File: config.mk
export PLATFORM = sky130hd
export DESIGN_NAME = dl_parser
export DESIGN_NICKNAME = d
export VERILOG_FILES = /design/src/rtl/dl_pkg.sv /design/src/rtl/dl_hdr_decode.sv /design/src/rtl/dl_addr_gen.sv /design/src/rtl/dl_parser.sv
export SDC_FILE = /design/constraint.sdc
export NUM_CORES = 1
export LEC_CHECK = 0
export BUFFER_PORTS_ARGS = -buffer_cell sky130_fd_sc_hd__buf_2
export CORE_MARGIN = 2
export CORE_UTILIZATION = 50
export CTS_CLUSTER_DIAMETER = 50
export DETAILED_ROUTE_END_ITERATION = 16
export PLACE_DENSITY = 0.7
export SLEW_MARGIN = 0
export SYNTH_ARGS = -nofsm -noshare
export SYNTH_HDL_FRONTEND = slang
export SYNTH_SLANG_ARGS = --single-unit
File: constraint.sdc
create_clock -name clk_i -period 3.3 [get_ports clk_i]
set_input_delay 0 -clock clk_i [delete_from_list [all_inputs] [get_ports clk_i]]
set_output_delay 0 -clock clk_i [all_outputs]
set_load 0.1 [all_outputs]
File: src/rtl/dl_pkg.sv
package dl_pkg;
  localparam int AW    = 16;
  localparam int CNT_W = 5;
  localparam int PAL_W = 3;

  typedef enum logic [2:0] {
    ST_IDLE,
    ST_HDR,
    ST_EVAL,
    ST_CMAP,
    ST_GFX
  } st_e;

  typedef struct packed {
    logic             ext;
    logic [AW-1:0]    ptr;
    logic [PAL_W-1:0] pal;
    logic [CNT_W-1:0] cnt;
    logic             wm;
    logic             ind;
    logic [7:0]       hpos;
  } dec_t;
endpackage

File: src/rtl/dl_hdr_decode.sv
module dl_hdr_decode
  import dl_pkg::*;
(
  input  logic [4:0][7:0] hdr_i,
  output dec_t            dec_o
);
  logic       ext;
  logic [7:0] pc_byte;
  logic       unused_marker;

  assign ext           = (hdr_i[1][4:0] == 5'd0);
  assign pc_byte       = ext ? hdr_i[3] : hdr_i[1];
  assign unused_marker = hdr_i[1][5];

  always_comb begin
    dec_o.ext  = ext;
    dec_o.ptr  = {hdr_i[2], hdr_i[0]};
    dec_o.pal  = pc_byte[7:5];
    dec_o.cnt  = pc_byte[4:0];
    dec_o.wm   = ext & hdr_i[1][7];
    dec_o.ind  = ext & hdr_i[1][6];
    dec_o.hpos = ext ? hdr_i[4] : hdr_i[3];
  end
endmodule

File: src/rtl/dl_addr_gen.sv
module dl_addr_gen
  import dl_pkg::*;
#(
  parameter int LINE_BITS = 4
) (
  input  st_e                  st_i,
  input  logic [AW-1:0]        cur_i,
  input  logic [2:0]           hb_i,
  input  logic [AW-1:0]        ptr_i,
  input  logic [CNT_W-1:0]     k_i,
  input  logic [LINE_BITS-1:0] line_i,
  input  logic [7:0]           cbase_i,
  input  logic [7:0]           chr_i,
  input  logic                 sub_i,
  input  logic                 ind_i,
  input  logic                 hole_en_i,
  output logic [AW-1:0]        addr_o,
  output logic                 hole_o
);
  localparam int HOLE_BIT = 8 + LINE_BITS;

  logic [AW-1:0] line_ofs;
  logic [AW-1:0] line_base;
  logic [AW-1:0] chr_base;

  assign line_ofs  = AW'(line_i) << 8;
  assign line_base = ptr_i + line_ofs;
  assign chr_base  = {cbase_i, chr_i} + line_ofs;

  generate
    if (HOLE_BIT < AW) begin : g_hole
      assign hole_o = hole_en_i & line_base[HOLE_BIT];
    end else begin : g_no_hole
      logic unused_hole;
      assign unused_hole = hole_en_i;
      assign hole_o      = 1'b0;
    end
  endgenerate

  always_comb begin
    case (st_i)
      ST_HDR:  addr_o = cur_i + AW'(hb_i);
      ST_CMAP: addr_o = ptr_i + AW'(k_i);
      ST_GFX:  addr_o = ind_i ? (chr_base + AW'(sub_i)) : (line_base + AW'(k_i));
      default: addr_o = cur_i;
    endcase
  end
endmodule

File: src/rtl/dl_parser.sv
module dl_parser
  import dl_pkg::*;
#(
  parameter int LINE_BITS = 4
) (
  input  logic                 clk_i,
  input  logic                 rst_ni,
  input  logic                 start_i,
  input  logic [15:0]          list_base_i,
  input  logic [LINE_BITS-1:0] line_i,
  input  logic [7:0]           charbase_i,
  input  logic                 char_wide_i,
  input  logic                 hole_en_i,
  output logic                 busy_o,
  output logic                 done_o,
  output logic                 mem_req_o,
  output logic [15:0]          mem_addr_o,
  input  logic [7:0]           mem_rdata_i,
  output logic                 rec_valid_o,
  output logic [7:0]           rec_data_o,
  output logic [7:0]           rec_hpos_o,
  output logic [2:0]           rec_pal_o,
  output logic                 rec_wm_o,
  output logic                 rec_wide_o
);
  st_e                  state_q;
  logic                 pend_q;
  logic [AW-1:0]        cur_q;
  logic [2:0]           hb_q;
  logic [4:0][7:0]      hdr_q;
  logic [LINE_BITS-1:0] line_q;
  logic [7:0]           cbase_q;
  logic                 cwide_q;
  logic                 hen_q;
  logic [CNT_W-1:0]     k_q;
  logic                 sub_q;
  logic [7:0]           chr_q;
  logic [7:0]           hpos_q;
  logic                 done_q;
  logic                 rv_q;
  logic [7:0]           rd_q;
  logic [7:0]           rh_q;
  logic [PAL_W-1:0]     rp_q;
  logic                 rw_q;
  logic                 rx_q;

  dec_t       dec;
  logic       hole;
  logic       req;
  logic [2:0] ent_len;
  logic       two_byte;

  dl_hdr_decode u_dec (
    .hdr_i (hdr_q),
    .dec_o (dec)
  );

  dl_addr_gen #(.LINE_BITS(LINE_BITS)) u_addr (
    .st_i      (state_q),
    .cur_i     (cur_q),
    .hb_i      (hb_q),
    .ptr_i     (dec.ptr),
    .k_i       (k_q),
    .line_i    (line_q),
    .cbase_i   (cbase_q),
    .chr_i     (chr_q),
    .sub_i     (sub_q),
    .ind_i     (dec.ind),
    .hole_en_i (hen_q),
    .addr_o    (mem_addr_o),
    .hole_o    (hole)
  );

  assign ent_len  = dec.ext ? 3'd5 : 3'd4;
  assign two_byte = dec.ind & cwide_q;
  assign req      = !pend_q && (state_q == ST_HDR || state_q == ST_CMAP || state_q == ST_GFX);

  always_ff @(posedge clk_i or negedge rst_ni) begin
    if (!rst_ni) begin
      state_q <= ST_IDLE;
      pend_q  <= 1'b0;
      cur_q   <= '0;
      hb_q    <= '0;
      hdr_q   <= '0;
      line_q  <= '0;
      cbase_q <= '0;
      cwide_q <= 1'b0;
      hen_q   <= 1'b0;
      k_q     <= '0;
      sub_q   <= 1'b0;
      chr_q   <= '0;
      hpos_q  <= '0;
      done_q  <= 1'b0;
      rv_q    <= 1'b0;
      rd_q    <= '0;
      rh_q    <= '0;
      rp_q    <= '0;
      rw_q    <= 1'b0;
      rx_q    <= 1'b0;
    end else begin
      done_q <= 1'b0;
      rv_q   <= 1'b0;
      pend_q <= req;
      case (state_q)
        ST_IDLE: begin
          if (start_i) begin
            cur_q   <= list_base_i;
            line_q  <= line_i;
            cbase_q <= charbase_i;
            cwide_q <= char_wide_i;
            hen_q   <= hole_en_i;
            hb_q    <= '0;
            state_q <= ST_HDR;
          end
        end
        ST_HDR: begin
          if (pend_q) begin
            hdr_q[hb_q] <= mem_rdata_i;
            if (hb_q == 3'd1 && mem_rdata_i == 8'h00) begin
              state_q <= ST_IDLE;
              done_q  <= 1'b1;
            end else if (hb_q == ent_len - 3'd1) begin
              state_q <= ST_EVAL;
            end else begin
              hb_q <= hb_q + 3'd1;
            end
          end
        end
        ST_EVAL: begin
          cur_q  <= cur_q + AW'(ent_len);
          hb_q   <= '0;
          k_q    <= '0;
          sub_q  <= 1'b0;
          hpos_q <= dec.hpos;
          if (dec.cnt == '0 || (!dec.ind && hole)) state_q <= ST_HDR;
          else state_q <= dec.ind ? ST_CMAP : ST_GFX;
        end
        ST_CMAP: begin
          if (pend_q) begin
            chr_q   <= mem_rdata_i;
            state_q <= ST_GFX;
          end
        end
        ST_GFX: begin
          if (pend_q) begin
            rv_q   <= 1'b1;
            rd_q   <= mem_rdata_i;
            rh_q   <= hpos_q;
            rp_q   <= dec.pal;
            rw_q   <= dec.wm;
            rx_q   <= two_byte;
            hpos_q <= hpos_q + (dec.wm ? 8'd2 : 8'd4);
            if (two_byte && !sub_q) begin
              sub_q <= 1'b1;
            end else begin
              sub_q <= 1'b0;
              k_q   <= k_q + 1'b1;
              if (k_q == dec.cnt - 1'b1) state_q <= ST_HDR;
              else if (dec.ind)          state_q <= ST_CMAP;
            end
          end
        end
        default: state_q <= ST_IDLE;
      endcase
    end
  end

  assign busy_o      = (state_q != ST_IDLE);
  assign done_o      = done_q;
  assign mem_req_o   = req;
  assign rec_valid_o = rv_q;
  assign rec_data_o  = rd_q;
  assign rec_hpos_o  = rh_q;
  assign rec_pal_o   = rp_q;
  assign rec_wm_o    = rw_q;
  assign rec_wide_o  = rx_q;
endmodule

==> results of run 1 <==
layout make-up:
type                    count  area [sq um]
clock buffers              19           453
clock inverters            11           123
fillers                  1299          5770
inverters                  22          82.6
multi-input cells         683          4400
flip-flops and latches    122          3050
well taps                 188           235
repair buffers            140           973
layer usage:
layer,vias up,routed length (um),track usage
met3,35,1370,0.0555
li1,3334,-,-
met4,0,422,0.0924
met2,221,10100,0.437
met5,-,0,0
met1,3419,9610,0.381
sequential cells by signal, summed over array words and instances (netlist names):
| name | cells |
|---|---|
| hb_q | 3 |
| hpos_q | 8 |
| rec_wm_o | 1 |
| state_q | 3 |
| hen_q | 1 |
| pend_q | 1 |
| k_q | 5 |
| hdr_q | 40 |
| chr_q | 8 |
| rec_valid_o | 1 |
| cbase_q | 8 |
| done_o | 1 |
| cwide_q | 1 |
| sub_q | 1 |
| rec_data_o | 8 |
| rec_wide_o | 1 |
| line_q | 4 |
| rec_hpos_o | 8 |
| rec_pal_o | 3 |
| cur_q | 16 |
worst min-delay path by stage:
| stage | from | endpoint | slack, ps | depth (start not counted) |
|---|---|---|---|---|
| after CTS | rst_ni | rec_valid_o | 140 | 2 |
| after global placement | rst_ni | rec_valid_o | 50 | 1 |
| after floorplan | rst_ni | cbase_q[0] | -300 | 0 |
| final | rst_ni | rec_valid_o | 130 | 2 |
| after global routing | rst_ni | rec_valid_o | 190 | 2 |
| after detailed placement | rst_ni | rec_valid_o | 50 | 1 |
per-stage QoR:
step           utilization  setup TNS, ps  cell area [sq um]
2_1_floorplan            -          -5.07               7700
3_3_place_gp         0.552              0               8330
3_5_place_dp         0.552              0               8330
4_1_cts              0.616              0               9300
5_1_grt              0.618              0               9320
6_report             0.618              0               9320
cells by family after synthesis:
logic type / after synthesis / synth area share
AOI/OAI and AO/OA: 185 / 0.161
xor gates and xnor gates: 54 / 0.0636
adders and majority gates: 30 / 0.0529
buffers and inverters: 65 / 0.0341
DFF: 122 / 0.398
muxes: 48 / 0.0703
and+or+nand+nor: 366 / 0.220
cell usage after synthesis, types with 2 or more instances:
cell	number
o2111ai_1	2
a211o_1	3
xnor2_1	30
o22ai_1	8
a211oi_1	5
nand2b_1	6
buf_2	8
buf_1	5
nand2_1	185
nor3_1	15
ha_1	26
a21o_1	5
nor2b_1	8
nor4_1	8
fa_1	4
and2_1	2
dfrtp_1	122
o2111a_1	2
o21ai_0	36
nand3b_1	2
and3_1	4
o41ai_1	2
nand4_1	12
a221oi_1	2
o221ai_1	4
clkbuf_1	29
and4_1	3
nor3b_1	4
nor2_1	76
mux2_2	47
a21oi_1	49
a31oi_1	13
a32oi_1	2
o211ai_1	15
nand3_1	24
a311oi_1	2
inv_1	21
o22a_1	5
nor3_4	3
o211a_1	2
a221o_1	3
o311ai_0	5
xor2_1	23
a2111oi_0	3
o31ai_1	7
what timing repair did:
item,CTS,global route
resized for setup,0,9
setup buffers,0,0
hold endpoints to repair,115,0
hold buffers,39,0
endpoints found under the setup margin,0,6
worst max-delay path, delay by kind of cell, from the launching register on:
kind	cells	cell delay, ps
adders and majority gates	1	320
DFF	1	410
AOI/OAI and AO/OA	3	750
buffers and inverters	1	320
xor gates and xnor gates	1	250
and+or+nand+nor	3	690
==> flow_metrics.env, run 1 <==
export IMPL_crit_start="cbase_q[0]"
export IMPL_vias=7009
export IMPL_final_nets=1057
export IMPL_regToRegStartpoint="hdr_q[8]"
export IMPL_cts_max_path_buffers=2
export IMPL_rsz0062_at_grt="false"
export IMPL_worstSetupStartpointType="flip-flop"
export IMPL_routedWlPerCell_um=18.1
export IMPL_cts_root_buf="clkbuf_16"
export IMPL_maxCapViolations=0
export IMPL_grt_max_degree=78
export IMPL_dp_slack_ps=485
export IMPL_grt_antenna_before_repair=0
export IMPL_timing_final_hold_violations=0
export IMPL_synth_edff_count=0
export IMPL_initial_utilization=0.508
export IMPL_cts_tree="yes"
export IMPL_place_congestion=0.887
export IMPL_drv_slew=0
export IMPL_die_area_sq_mm=0.0163
export IMPL_synthCells=870
export IMPL_drt_initial_drc_count=721
export IMPL_final_period_utilization=0.955
export IMPL_worstPathMaxFanout=3
export IMPL_crit_path_cell_trace="ha_1 > nand4_1 > nor4_1 > o41ai_1 > xor2_1 > nor2_1 > a2111oi_0 > o22ai_2 > clkbuf_4"
export IMPL_cp_slowest_cell="nor4_1"
export IMPL_crit_path_end="mem_addr_o[15]"
export IMPL_fp_row_count=45
export IMPL_final_cell_mix="nand2_1 (185), dfrtp_1 (122), nor2_1 (76)"
export IMPL_hold_class="in2async"
export IMPL_finalWirelength_um=21500
export IMPL_rrSetupSlack_ps=440
export IMPL_grt_pass1_vias=6646
export IMPL_ys_ff_latch=122
export IMPL_synth_top_area_share=0.398
export IMPL_layout_setup_ws_ps=147
export IMPL_diodes=0
export IMPL_worst_slew_pin_slew_ps=913
export IMPL_critical_path_class="reg2out"
export IMPL_postSynthAreaPerCell_sq_um=8.81
export IMPL_ys_seq_area_frac=0.398
export IMPL_setup_violations=0
export IMPL_drt_pass1_iterations=5
export IMPL_cpPeakStageDelay_ps=460
export IMPL_fin_skew_ps=9.75
export IMPL_die_h_um=128
export IMPL_synth_fp_nets=941
export IMPL_grtUsageTotal=0.276
export IMPL_tritoncts_num_buffers=17
export IMPL_via_per_inst=5.91
export IMPL_ys_warn_count=0
export IMPL_io_buffers=81
export IMPL_gr_total_overflow=0
export IMPL_endpoint_kind="output pin"
export IMPL_fin_crit_ps=3150
export IMPL_ys_top_cells_by_area="dfrtp_1 (40%), nand2_1 (9.1%), mux2_2 (6.9%), ha_1 (4.2%), nor2_1 (3.7%)"
export IMPL_crit_required_ps=3300
export IMPL_grt_pass1_wl_um=34800
export IMPL_reg2reg_depth=10
export IMPL_io_pins=82
export IMPL_clk_latency_ps=430
export IMPL_crit_arrival_ps=3150
export IMPL_synth_cell_types=73
export IMPL_synth_ff_type="dfrtp_1"
export IMPL_cts_clk_slew_worst_paths_ps=60
export IMPL_drive_gt1_frac=0.206
export IMPL_synthArstFlopShare=1.00
export IMPL_placedCellCount=1116
export IMPL_drt_antenna_violating_nets=0
export IMPL_status="completed"
export IMPL_r2r_end="state_q[1]"
export IMPL_die_x_um=128
export IMPL_htreeDepth=4
export IMPL_instances_no_fill=1185
export IMPL_max_freq_mhz=317
export IMPL_syn_area_sq_mm=0.00767
export IMPL_slew_headroom=0.389
export IMPL_yosys_area_top_type="dfrtp_1"
export IMPL_drc_errors=0
export IMPL_cts_sink_count=122
export IMPL_final_common_cell="nand2_1"
export IMPL_whs_ps=128
export IMPL_core_sq_mm=0.0151
export IMPL_area_growth_pct=21.5
export IMPL_dp_hpwl_um=15200
Power of run 1 is left out: the tool's default activity adds up to more than one toggle a clock period on the data nets, which glitch-free logic cannot reach.
==> run 2: changes to the inputs <==
ABC_AREA = 1   (was default)
BUFFER_PORTS_ARGS = -buffer_cell sky130_fd_sc_hd__clkbuf_2   (was -buffer_cell sky130_fd_sc_hd__buf_2)
CTS_CLUSTER_SIZE = 8   (was default)
PLACE_DENSITY = 0.69   (was 0.7)
==> flow_metrics.env, run 2 <==
export IMPL_die_h_um=129
export IMPL_diodes=0
export IMPL_final_cell_mix="nand2_1 (286), dfrtp_1 (122), inv_1 (102)"
export IMPL_regMostFlops="hdr_q"
export IMPL_clk_latency_ps=430
export IMPL_cts_clk_slew_worst_paths_ps=60
export IMPL_grtUsageTotal=0.287
export IMPL_cts_root_buf="clkbuf_16"
export IMPL_final_common_cell="nand2_1"
export IMPL_grt_pass1_vias=7279
export IMPL_syn_area_sq_mm=0.00782
export IMPL_synth_fp_nets=1144
export IMPL_cpPeakStageDelay_ps=480
export IMPL_met1Wirelength_um=10600
export IMPL_initial_utilization=0.512
export IMPL_max_freq_mhz=325
export IMPL_slew_headroom=0.390
export IMPL_cp_slowest_cell="fa_1"
export IMPL_post_cts_setup_buffers=0
export IMPL_synth_commonest_cells="nand2_1 (286), dfrtp_1 (122), inv_1 (102), o21ai_0 (95), nor2_1 (85)"
export IMPL_core_sq_mm=0.0153
export IMPL_status="completed"
export IMPL_finalSetupTns_ps=0
export IMPL_crit_cells=13
export IMPL_path_delay_family="simple AND/OR/NAND/NOR gates"
export IMPL_synthArstFlopShare=1.00
export IMPL_grt_pass1_wl_um=37000
export IMPL_synth_ff_type="dfrtp_1"
export IMPL_dp_hpwl_um=16200
export IMPL_rrSetupSlack_ps=570
export IMPL_fin_crit_ps=3080
export IMPL_dp_slack_ps=564
export IMPL_grt_antenna_before_repair=0
export IMPL_worstPathMaxFanout=6
export IMPL_crit_path_cell_trace="ha_1 > inv_1 > fa_1 > nor2_1 > inv_1 > nor2_1 > nand3_1 > nand2_1 > nand3_1 > o31ai_1 > nand2_1 > nand2_1 > clkbuf_2"
export IMPL_area_growth_pct=19.7
export IMPL_drc_errors=0
export IMPL_synth_top_area_share=0.390
export IMPL_layout_setup_ws_ps=220
export IMPL_vias=7779
export IMPL_reg2reg_depth=14
export IMPL_htreeDepth=4
export IMPL_critical_path_class="reg2out"
export IMPL_hold_class="in2reg"
export IMPL_top_regs="hdr_q: 40 flops, cur_q: 16 flops"
export IMPL_drt_pass1_iterations=5
export IMPL_fp_row_count=45
export IMPL_fin_skew_ps=10.7
export IMPL_die_x_um=129
export IMPL_ys_warn_count=0
export IMPL_tritoncts_num_buffers=17
export IMPL_yosys_area_top_type="dfrtp_1"
export IMPL_synth_edff_count=0
export IMPL_io_buffers=81
export IMPL_synthCells=1073
export IMPL_r2r_end="hpos_q[7]"
export IMPL_finalWirelength_um=22600
export IMPL_wl_met2_um=10200
export IMPL_final_period_utilization=0.933
export IMPL_synth_cell_types=49
export IMPL_crit_path_end="mem_addr_o[11]"
export IMPL_routedWlPerCell_um=16.1
export IMPL_crit_start="hdr_q[16]"
export IMPL_crit_required_ps=3300
export IMPL_drt_antenna_violating_nets=0
export IMPL_cp_num_buf_inv=3
export IMPL_io_pins=82
export IMPL_final_nets=1251
export IMPL_drv_slew=0
export IMPL_drt_initial_drc_count=761
export IMPL_maxCapViolations=0
export IMPL_regToRegStartpoint="hdr_q[11]"
export IMPL_dpl_cell_area_sq_mm=0.00842
export IMPL_wl_met3_um=1400
export IMPL_cts_tree="yes"
export IMPL_setup_violations=0
export IMPL_worstSetupStartpointType="flip-flop"
export IMPL_cts_sink_count=122
export IMPL_cts_max_path_buffers=2
export IMPL_via_per_inst=5.54
export IMPL_gr_total_overflow=0
export IMPL_drive_gt1_frac=0.138
export IMPL_fillers=1444
export IMPL_place_congestion=0.923
export IMPL_die_area_sq_mm=0.0167
export IMPL_crit_top_cell="nand2_1"
export IMPL_fin_area_sq_mm=0.00936
export IMPL_ys_top_cells_by_area="dfrtp_1 (39%), nand2_1 (14%), o21ai_0 (6.1%), nand3_1 (4.9%), inv_1 (4.9%)"
export IMPL_postSynthAreaPerCell_sq_um=7.29
export IMPL_timing_final_hold_violations=0
export IMPL_top_layer="met4"
export IMPL_ys_seq_area_frac=0.390
export IMPL_yosysMostFrequentCell="nand2_1"
export IMPL_crit_arrival_ps=3080
export IMPL_grt_max_degree=74
export IMPL_ys_ff_latch=122
export IMPL_worst_slew_pin_slew_ps=915
export IMPL_endpoint_kind="output pin"
export IMPL_largest_register_ffs=40
export IMPL_rsz0062_at_grt="false"
[run 2: changes by cell type after synthesis, moves of 8 or more]
cell and delta:
nand2_1 +101, inv_1 +81, o21ai_0 +59, nand3_1 +53, mux2_2 -47, o21ai_1 +33
xnor2_1 -24, inv_2 +15, clkbuf_1 -12, nor2_1 +9, nand4_1 +8, nor2b_1 -8
[run 2: metal layers]
metal  vias up  global-route usage
met5         -                   0
met4         0              0.0761
met3        35              0.0533
met2       266               0.440
met1      3675               0.420
li1       3803                   -
[run 2: worst min-delay path by stage]
stage              startpoint            end  depth (start not counted)
2_1_floorplan          rst_ni     cbase_q[0]                          0
3_5_place_dp           rst_ni  rec_data_o[2]                          1
6_report       mem_rdata_i[7]       hdr_q[7]                          3
4_1_cts        mem_rdata_i[7]       hdr_q[7]                          3
5_1_grt        mem_rdata_i[7]       hdr_q[7]                          3
3_3_place_gp           rst_ni  rec_hpos_o[4]                          1
[run 2: logic make-up after synthesis]
kind of cell / synth area share
AO/OA/AOI/OAI: 0.167
AND/OR/NAND/NOR: 0.292
buffers and inverters: 0.0746
XOR/XNOR: 0.0246
adder cells (fa/ha/maj): 0.0518
flip-flops: 0.390
[run 2: timing repair]
| action | CTS | global route |
|---|---|---|
| resized for setup | 0 | 11 |
| hold endpoints to repair | 107 | 0 |
| endpoints found under the setup margin | 0 | 4 |
| hold buffers | 33 | 0 |
[run 2: worst reg2reg max path, stage by stage (launching register included)]
cell and delay [ps]:
dfrtp_1 440, nor2_4 230, nand3_4 250, inv_2 320, nand2_1 200, inv_1 90, ha_1 170, fa_1 190
nand2_1 70, nor2_1 80, inv_1 60, nor3_1 170, xor2_1 170, nand2_1 60, a31oi_1 140
[run 2: area by class of cell]
cell class                      instances  area, sq um  area share
Clock buffer                           19          453      0.0484
Clock inverter                         12          141      0.0151
Inverter                              118          443      0.0473
Multi-Input combinational cell        800         4190       0.448
Sequential cell                       122         3050       0.326
Tap cell                              211          264      0.0282
Timing Repair Buffer                  121          815      0.0870
[run 2: metrics by stage]
stage,hold WS [ps],util,instances
after floorplan,-296,-,1073
after global placement,198,0.552,1339
after detailed placement,196,0.552,1339
after CTS,9.29,0.612,1403
after global routing,26.0,0.613,1403
final,12.7,0.613,1403
Power of run 2 is left out for the same reason.
